===== src/rtl/bct_pkg.sv =====
package bct_pkg;
  typedef logic [1:0] trit_t;

  localparam trit_t TRIT_NEG  = 2'b10;
  localparam trit_t TRIT_ZERO = 2'b00;
  localparam trit_t TRIT_POS  = 2'b01;
  localparam trit_t TRIT_BAD  = 2'b11;

  // True when a trit carries the unused code.
  function automatic logic trit_is_bad(input trit_t t);
    return t == TRIT_BAD;
  endfunction

  // Maps the unused code onto zero and leaves legal codes alone.
  function automatic trit_t trit_clean(input trit_t t);
    return trit_is_bad(t) ? TRIT_ZERO : t;
  endfunction
endpackage


===== src/rtl/bct_ctrl_decode.sv =====
module bct_ctrl_decode
  import bct_pkg::*;
(
  input  trit_t en_trit,
  input  trit_t rst_trit,
  output logic  do_clear,
  output logic  do_load
);
  // Only +1 on the enable follows; -1, 0 and 11 all hold.
  always_comb begin
    do_clear = (rst_trit == TRIT_NEG);
    do_load  = !do_clear && (en_trit == TRIT_POS);
  end
endmodule


===== src/rtl/bct_trit_cell.sv =====
module bct_trit_cell
  import bct_pkg::*;
(
  input  logic  clk,
  input  logic  do_clear,
  input  logic  do_load,
  input  trit_t d,
  output trit_t q
);
  trit_t d_clean;
  logic  bit_neg;
  logic  bit_pos;

  assign d_clean = trit_clean(d);

  // Two separate binary flip-flops hold the two halves of the code.
  always_ff @(posedge clk) begin
    if (do_clear)     bit_neg <= 1'b0;
    else if (do_load) bit_neg <= d_clean[1];
  end

  always_ff @(posedge clk) begin
    if (do_clear)     bit_pos <= 1'b0;
    else if (do_load) bit_pos <= d_clean[0];
  end

  assign q = {bit_neg, bit_pos};
endmodule


===== src/rtl/bct_err_flag.sv =====
module bct_err_flag (
  input  logic clk,
  input  logic do_clear,
  input  logic do_load,
  input  logic any_bad,
  output logic flag
);
  always_ff @(posedge clk) begin
    if (do_clear)     flag <= 1'b0;
    else if (do_load) flag <= any_bad;
  end
endmodule


===== src/rtl/bct_latch_reg.sv =====
module bct_latch_reg
  import bct_pkg::*;
#(
  parameter int TRITS = 6
) (
  input  logic               clk,
  input  logic [2*TRITS-1:0] din,
  input  logic [1:0]         en_trit,
  input  logic [1:0]         rst_trit,
  output logic [2*TRITS-1:0] dout,
  output logic               code_err
);
  localparam int WBITS = 2 * TRITS;

  logic             do_clear;
  logic             do_load;
  logic [TRITS-1:0] bad_in;
  logic [WBITS-1:0] store_q;

  bct_ctrl_decode u_ctrl (
    .en_trit  (en_trit),
    .rst_trit (rst_trit),
    .do_clear (do_clear),
    .do_load  (do_load)
  );

  for (genvar i = 0; i < TRITS; i++) begin : g_trit
    assign bad_in[i] = trit_is_bad(din[2*i +: 2]);

    bct_trit_cell u_cell (
      .clk      (clk),
      .do_clear (do_clear),
      .do_load  (do_load),
      .d        (din[2*i +: 2]),
      .q        (store_q[2*i +: 2])
    );
  end

  bct_err_flag u_err (
    .clk      (clk),
    .do_clear (do_clear),
    .do_load  (do_load),
    .any_bad  (|bad_in),
    .flag     (code_err)
  );

  assign dout = store_q;
endmodule


===== config.mk =====
export PLATFORM = sky130hd
export DESIGN_NAME = bct_latch_reg
export DESIGN_NICKNAME = d
export VERILOG_FILES = /design/src/rtl/bct_pkg.sv /design/src/rtl/bct_ctrl_decode.sv /design/src/rtl/bct_trit_cell.sv /design/src/rtl/bct_err_flag.sv /design/src/rtl/bct_latch_reg.sv
export SDC_FILE = /design/constraint.sdc
export NUM_CORES = 1
export LEC_CHECK = 0
export ABC_AREA = 1
export BUFFER_PORTS_ARGS = -buffer_cell sky130_fd_sc_hd__buf_2
export CORE_MARGIN = 2
export CORE_UTILIZATION = 30
export CTS_CLUSTER_SIZE = 12
export DETAILED_ROUTE_END_ITERATION = 8
export PLACE_DENSITY = 0.66
export RECOVER_POWER = 100
export REMOVE_ABC_BUFFERS = 1
export SETUP_SLACK_MARGIN = 0.15
export SYNTH_ARGS = -nofsm -noshare
export SYNTH_HDL_FRONTEND = slang
export SYNTH_SLANG_ARGS = --single-unit

===== constraint.sdc =====
create_clock -name clk -period 1.08 [get_ports clk]
set_clock_uncertainty 0.2 [all_clocks]
set_input_delay 0.216 -clock clk [delete_from_list [all_inputs] [get_ports clk]]
set_output_delay 0.216 -clock clk [all_outputs]
set_load 0.03 [all_outputs]

# --- Word level (Yosys, flattened, before mapping) ---
# Cells that the tools add are included.
totals:
  reg_bits: 13
  input_bits: 17
  output_inout_bits: 13
  elab_cells: 30
classes:
  n_eq_ne: 8
  n_mux: 6
  reduce_logical: 3
ops:
  columns: ["cell", "n"]
  rows:
  - ["== test 2 bit (second input constant)", 7]
  - ["2-to-1 mux 2 bit", 6]
  - ["OR reduction 6 bit", 1]
  - ["== test 2 x 1 -> 1 bit (second input constant)", 1]
  - ["logical AND 1 bit", 1]
  - ["logical NOT 1 bit", 1]

# --- Longest topological paths before layout ---
# Gate-level depths: netlist of the first run.
depth:
  word_depth: 3
  mapped_depth: 6
  depth_no_buf: 6

# --- Hierarchy ---
# From an unflattened synthesis of the first run, not the netlist that was laid out.
hier_totals:
  hier_cells: 108
  area_unflattened_um2: 696.9
by_module_without_submodules:
  columns: ["mod", "instances", "cells_each", "area_per_inst_um2", "seq_area_each_um2"]
  rows:
  - ["bct_trit_cell", 6, 14, 97.6, 40.0]
  - ["bct_err_flag", 1, 7, 45.0, 20.0]
  - ["bct_latch_reg", 1, 12, 45.0, 0.0]
  - ["bct_ctrl_decode", 1, 5, 21.3, 0.0]

# --- Worst setup path after synthesis of the first run ---
# OpenSTA, ideal clock, no wires.
synth_timing:
  path_kind: "input port to flip-flop"
  startpoint: "input en_trit[0]"
  endpoint: "register g_trit[0].u_cell.bit_neg"
  setup_ps: 113
  t_arrival_ps: 671
  required_time_ps: 767
  setup_slack_ps: 96
  stages: 6
  path_buffers: 1
  path_cell_list: "inv_1 -> nor2_4 -> inv_2 -> buf_6 -> nand3_2 -> o21ai_2"
synth_between:
  elab_chain_cells: 2
synth_lines:
  columns: ["element", "line", "rtl"]
  rows:
  - ["start, declared", "bct_latch_reg.sv:8", "input logic [1:0] en_trit,"]
  - ["== test 2 x 1 -> 1 bit", "bct_ctrl_decode.sv:12", "do_load = !do_clear && (en_trit == TRIT_POS);"]
  - ["logical AND 1 bit", "bct_ctrl_decode.sv:12", null]
  - ["end signal, assigned", "bct_trit_cell.sv:19", "else if (do_load) bit_neg <= d_clean[1];"]
  - ["end, declared", "bct_trit_cell.sv:11", "logic bit_neg;"]
# No other way between the ends.
# A chain may end at the register's enable or synchronous reset.

# --- Final worst setup path of the first run ---
layout_timing:
  startpoint: "register g_trit[0].u_cell.bit_neg"
  endpoint: "output dout[1]"
layout_lines:
  columns: ["element", "line", "rtl"]
  rows:
  - ["end, declared", "bct_latch_reg.sv:10", "output logic [2*TRITS-1:0] dout,"]
# No word-level cell between the ends.

==> impl_metrics.ini, run 1 <==
[routing]
drt_pre_antenna_iters = 4
vias = 657
ant_nets = 0
avg_vias_per_cell = 4.212
drt-total-wl_microns = 1484
drc = 0
dr.first_iter.drc_count = 5
drt-wirelength-per-cell_microns = 9.513

[layout]
design.final.nets = 146
total_inserted_antenna_cells = 0
area_growth_pct = 38.03
post_route_cells_drive_above_1_share_pct = 57.81

[critical_path]
crit_path_cell_trace = buf_6
criticalPathCategory = register to output pin
worst_setup_path_end_kind = output pin
critical_path.slowest_cell = sky130_fd_sc_hd__dfxtp_2
critical_path.top_delay_family = flip-flops
worst_ep_required_time_ns = 0.66
critical_path.startpoint_type = register
cp_slowest_stage_delay_ns = 0.35
cp_num_buf_inv = 1
top_fanout_value_on_the_critical_path = 2
data_arrival_time_of_the_worst_path_ns = 0.76

[sta]
hold_violations = 0
achievable-frequency_mhz = 850.7
setup_viol = 13
setup_ws_ns = -0.09545
max_slew_margin_pct = 81.43
timing.final.crit_period_ns = 1.175
finalCritPeriodShare_pct = 108.8
maxSlewViolCount = 0
rsz_0062_raised_after_global_routing = yes
worst-slew-pin-transition_ns = 0.2778

[floorplanning]
fp.dieH_microns = 53.57
rows = 17
start_util_pct = 32.38
die_width_microns = 53.57
core_region_area_sq_um = 2276
floorplan.die_area_sq_um = 2869
num_io_pins = 30

[yosys]
synth-seq-cells = 13
yosys.cell_types.count = 16
syn_inst = 95
seq_area_frac_synth_pct = 35.31
syn-cell-area_sq_um = 737.0
synth.yosys.warnings = 0
synth.top_cells.by_area = sky130_fd_sc_hd__dfxtp_1 (35%), sky130_fd_sc_hd__nand2_1 (14%), sky130_fd_sc_hd__nand3_2 (14%), sky130_fd_sc_hd__buf_4 (12%), sky130_fd_sc_hd__o21ai_2 (4.8%)
synthDominantAreaCellType = sky130_fd_sc_hd__dfxtp_1
synth_area_per_cell_sq_um = 7.757
synth_top_area_share_pct = 35.31

[global_route]
number_of_global_route_vias_before_repair = 663
grt_overflow_total = 0
grt_pass1_wl_microns = 2615
antenna_violations_before_repair = 0
grt_start_max_net_pins = 13
total_global_route_track_usage_pct = 12.77

[worst_hold_path]
timing.hold.worst.class = primary input to register

[pwr]
leakage_nw = 0.5375
p_total_w = 0.001168
worst_ir_drop_vdd_v = 0.0006004
power_density_nw_per_um2 = 1149

[place]
preCtsSetupSlack_ns = -0.07778
gpl.final_weighted_congestion = 0.7728
port_buffers = 29
dp_hpwl_microns = 1157

[cts]
numCtsBuffers = 3
worstSkewPairLatency_ns = 0.28
path_clk_slew_ns = 0.09
cts-htree-levels = 1
clk_buf_depth = 2
clkSinkCount = 13
cts_tree = done
cell_chosen_for_the_clock_root = sky130_fd_sc_hd__clkbuf_4

[run_status]
status = finished, violations left
failed_checks = setup timing

[job]
drv.max_cap_violation_count = 0
==> metrics by stage <==
step | setup TNS [ns] | cell area [sq um] | instances | hold WS [ns] | utilization (%)
after CTS | -1.172 | 1035 | 156 | -0.0002973 | 45.46
after detailed placement | -0.5076 | 834.6 | 142 | 0.2563 | 36.67
after global routing | -1.559 | 1017 | 156 | 0.005542 | 44.69
after floorplan | -0.4065 | 624.3 | 81 | 0.1752 | -
final | -1.043 | 1017 | 156 | 0.003949 | 44.69
after global placement | -0.1947 | 834.6 | 142 | 0.2502 | 36.67
==> kinds of logic after synthesis <==
logic type | after synthesis | synth area share (%)
DFF | 13 | 35.31
AOI/OAI and AO/OA | 8 | 7.469
and+or+nand+nor | 50 | 36.67
buffers and inverters | 24 | 20.54
==> timing repair <==
item	CTS	global route
gates resized for setup	39	4
buffers inserted	10	0
hold endpoints to repair	1	0
endpoints found under the setup margin	13	14
cloned	0	0
==> sequential cells by signal, indices dropped and copies added, names as in the netlist <==
register and flops:
g_trit.u_cell.bit_pos 6, u_err.flag 1, g_trit.u_cell.bit_neg 6
==> layout make-up <==
type	instances	area [sq um]
Clock buffer	3	22.52
Clock inverter	1	5.005
Fill cell	238	1259
Inverter	10	40.04
Multi-Input combinational cell	58	312.8
Sequential cell	13	276.5
Tap cell	28	35.03
Timing Repair Buffer	43	325.3
==> metal layers <==
metal  vias to the layer above  track usage (%)  wire length, microns
met1                       284            14.48                   602
li1                        350                -                     -
met4                         0            6.410                    17
met5                         -                0                     0
met2                        19            21.81                   766
met3                         4            3.611                    98
==> synthesized netlist by cell type <==
cell,n
sky130_fd_sc_hd__nand2_4,1
sky130_fd_sc_hd__nand2_1,27
sky130_fd_sc_hd__buf_6,2
sky130_fd_sc_hd__o21ai_2,4
sky130_fd_sc_hd__nor2_1,8
sky130_fd_sc_hd__inv_2,1
sky130_fd_sc_hd__buf_4,12
sky130_fd_sc_hd__dfxtp_1,13
sky130_fd_sc_hd__nand3_2,10
sky130_fd_sc_hd__nand2_2,1
sky130_fd_sc_hd__o21ai_0,3
sky130_fd_sc_hd__nand3_1,2
sky130_fd_sc_hd__nor2_4,1
sky130_fd_sc_hd__clkinv_2,1
sky130_fd_sc_hd__a21oi_1,1
sky130_fd_sc_hd__inv_1,8
==> cell usage in the layout, fill, tap and decap left out, drive strengths merged <==
cell / n
clkinv: 1
o21ai: 7
nand3: 12
clkbuf: 5
dfxtp: 13
buf: 41
nand2: 29
inv: 10
nor2: 9
a21oi: 1
==> where the power goes <==
group	internal (W)	switching, W
clock network	0.000137	0.000165
registers	0.000519	0.0000236
logic	0.000150	0.000173
total	0.000807	0.000361
==> final timing paths <==
path / start / endpoint / slack [ns] / cells after the start
max reg2reg: g_trit[4].u_cell.bit_neg / g_trit[4].u_cell.bit_neg / 0.16 / 3
max: g_trit[0].u_cell.bit_neg / dout[1] / -0.1 / 1
min reg2reg: g_trit[0].u_cell.bit_neg / g_trit[0].u_cell.bit_neg / 0.29 / 2
min: din[7] / g_trit[3].u_cell.bit_neg / 0.004 / 3
(Power assumes the default switching activity.)
==> run 2, diff against run 1 <==
--- a/config.mk
+++ b/config.mk
@@ -5,13 +5,13 @@
 export SDC_FILE = /design/constraint.sdc
 export NUM_CORES = 1
 export LEC_CHECK = 0
-export ABC_AREA = 1
 export BUFFER_PORTS_ARGS = -buffer_cell sky130_fd_sc_hd__buf_2
 export CORE_MARGIN = 2
 export CORE_UTILIZATION = 30
 export CTS_CLUSTER_SIZE = 12
 export DETAILED_ROUTE_END_ITERATION = 8
-export PLACE_DENSITY = 0.66
+export HOLD_SLACK_MARGIN = 0.15
+export PLACE_DENSITY = 0.68
 export RECOVER_POWER = 100
 export REMOVE_ABC_BUFFERS = 1
 export SETUP_SLACK_MARGIN = 0.15
==> run 2 against run 1 <==
The flow still finishes with violations (setup timing). First-iteration DRC count grew to 2.8 times the previous value. Core utilization grew 2.6 points. Highest routed layer unchanged. Power shrank 1.3%. Critical endpoint is now dout[0]. Critical path type unchanged.
==> impl_metrics.ini, run 2 <==
[place]
gpl.final_weighted_congestion = 0.7071
detailed_place.area_sq_um = 737.0
dp_hpwl_microns = 912.9
preCtsSetupSlack_ns = -0.2980
port_buffers = 29
place.detailed.instances = 110

[global_route]
grt_pass1_wl_microns = 2201
grt_overflow_total = 0
antenna_violations_before_repair = 0
total_global_route_track_usage_pct = 11.78
grt_start_max_net_pins = 13
number_of_global_route_vias_before_repair = 558

[routing]
dr.first_iter.drc_count = 14
drt-wirelength-per-cell_microns = 13.38
drt_pre_antenna_iters = 4
ant_nets = 0
drc = 0
avg_vias_per_cell = 4.624
vias = 541
drt-total-wl_microns = 1565

[critical_path]
critical_path.top_delay_family = flip-flops
worst_ep_required_time_ns = 0.66
crit_path_cell_trace = buf_6
worst_setup_path_end_kind = output pin
critical_path.slowest_cell = sky130_fd_sc_hd__dfxtp_2
criticalPathCategory = register to output pin
cp_slowest_stage_delay_ns = 0.34
critical_path.startpoint_type = register
top_fanout_value_on_the_critical_path = 2
data_arrival_time_of_the_worst_path_ns = 0.74
cp_num_buf_inv = 1

[layout]
non_filler_cells_in_the_finished_layout = 117
total_inserted_antenna_cells = 0
mostFrequentLayoutCells = sky130_fd_sc_hd__buf_6 (15), sky130_fd_sc_hd__buf_2 (14), sky130_fd_sc_hd__dfxtp_2 (13), sky130_fd_sc_hd__inv_1 (12), sky130_fd_sc_hd__a32o_1 (10)
mostFrequentLayoutCell = sky130_fd_sc_hd__buf_6
post_route_cells_drive_above_1_share_pct = 66.67
layout_top_registers = g_trit.u_cell.bit_neg: 6 flops, g_trit.u_cell.bit_pos: 6 flops, u_err.flag: 1 flops
finish.utilization_pct = 47.32
design_area_sq_um = 928.4
design.final.nets = 108
area_growth_pct = 50.20

[yosys]
synth_top_area_share_pct = 42.11
synth_area_per_cell_sq_um = 10.13
synth_edf_count = 0
syn_inst = 61
prevailing_post_synth_register_cell = sky130_fd_sc_hd__dfxtp_1
synth-seq-cells = 13
seq_area_frac_synth_pct = 42.11
synth.most_common_cell = sky130_fd_sc_hd__dfxtp_1
synthDominantAreaCellType = sky130_fd_sc_hd__dfxtp_1
synth_common_cells = sky130_fd_sc_hd__dfxtp_1 (13), sky130_fd_sc_hd__buf_4 (12), sky130_fd_sc_hd__inv_1 (12)
synth.top_cells.by_area = sky130_fd_sc_hd__dfxtp_1 (42%), sky130_fd_sc_hd__a32o_1 (16%), sky130_fd_sc_hd__buf_4 (15%), sky130_fd_sc_hd__inv_1 (7.3%), sky130_fd_sc_hd__a32o_2 (3.6%)
yosys.cell_types.count = 14
synth.yosys.warnings = 0
syn-cell-area_sq_um = 618.1
synthArstFlopShare_pct = 0

[sta]
timing.final.crit_period_ns = 1.159
max_slew_margin_pct = 80.24
finalCritPeriodShare_pct = 107.3
worst-slew-pin-transition_ns = 0.2957
timing.hold.ws_ns = 0.02299
hold_violations = 0
setup_viol = 13
maxSlewViolCount = 0
setup_ws_ns = -0.07868
achievable-frequency_mhz = 863.1
rsz_0062_raised_after_global_routing = yes

[worst_hold_path]
timing.hold.worst.class = primary input to register

[floorplanning]
core_region_area_sq_um = 1962
floorplan.die_area_sq_um = 2439
num_io_pins = 30
fp.dieH_microns = 49.39
start_util_pct = 31.51
rows = 16
die_width_microns = 49.39

[pwr]
worst_ir_drop_vdd_v = 0.0004221
power_density_nw_per_um2 = 1242
leakage_nw = 0.4729

[cts]
cts_tree = done
numCtsBuffers = 3
clk_buf_depth = 2
cts-htree-levels = 1
cell_chosen_for_the_clock_root = sky130_fd_sc_hd__clkbuf_4
worstSkewPairLatency_ns = 0.27
path_clk_slew_ns = 0.08
clkSinkCount = 13

[run_status]
status = finished, violations left
failed_checks = setup timing

[job]
drv.max_cap_violation_count = 0
-- run 2: cell families after synthesis --
family                 synth area share, %
AOI/OAI and AO/OA                    25.31
DFF                                  42.11
and+or+nand+nor                      7.085
buffers and inverters                25.51
-- run 2: path summary, 6_finish.rpt --
| kind | start | end | slack [ns] | depth (start not counted) |
|---|---|---|---|---|
| worst max register to register | u_err.flag | u_err.flag | 0.20 | 2 |
| worst max-delay path | g_trit[0].u_cell.bit_pos | dout[0] | -0.08 | 1 |
| worst min-delay path | din[7] | g_trit[3].u_cell.bit_neg | 0.02 | 2 |
| worst min register to register | g_trit[2].u_cell.bit_pos | g_trit[2].u_cell.bit_pos | 0.27 | 1 |
-- run 2: layout make-up --
class | count | area (sq um)
tap | 27 | 33.78
multi-input combinational | 22 | 216.5
inverter | 12 | 45.04
clock buffer | 4 | 26.28
fill | 190 | 1033
sequential | 13 | 276.5
timing repair buffer | 39 | 330.3
-- run 2: where the power goes --
group	total, W	internal [W]	switching [W]
Clock	0.000294	0.000143	0.000151
Combinational	0.000316	0.000162	0.000154
Sequential	0.000543	0.000519	0.0000237
Total	0.00115	0.000824	0.000329
-- run 2: metal layers --
metal | track usage (%) | part of all wire [%]
met5 | 0 | 0
met4 | 6.944 | 1.9
met3 | 4.294 | 9.8
met2 | 19.82 | 47
met1 | 12.55 | 42
-- run 2: metrics by stage --
step	TNS, ns	total power [W]
finish	-0.9120	0.001153
global route	-1.490	0.001211
CTS	-1.031	0.001142
detailed placement	-3.605	0.0007786
global placement	-3.162	0.0007740
floorplan	-0.2155	0.0006723
-- run 2: timing repair --
action | CTS | global route
gates resized for setup | 46 | 0
hold endpoints to repair | 13 | 13
pin swaps | 0 | 2
setup endpoints to repair | 26 | 25
setup buffers | 0 | 2
cloned | 0 | 1
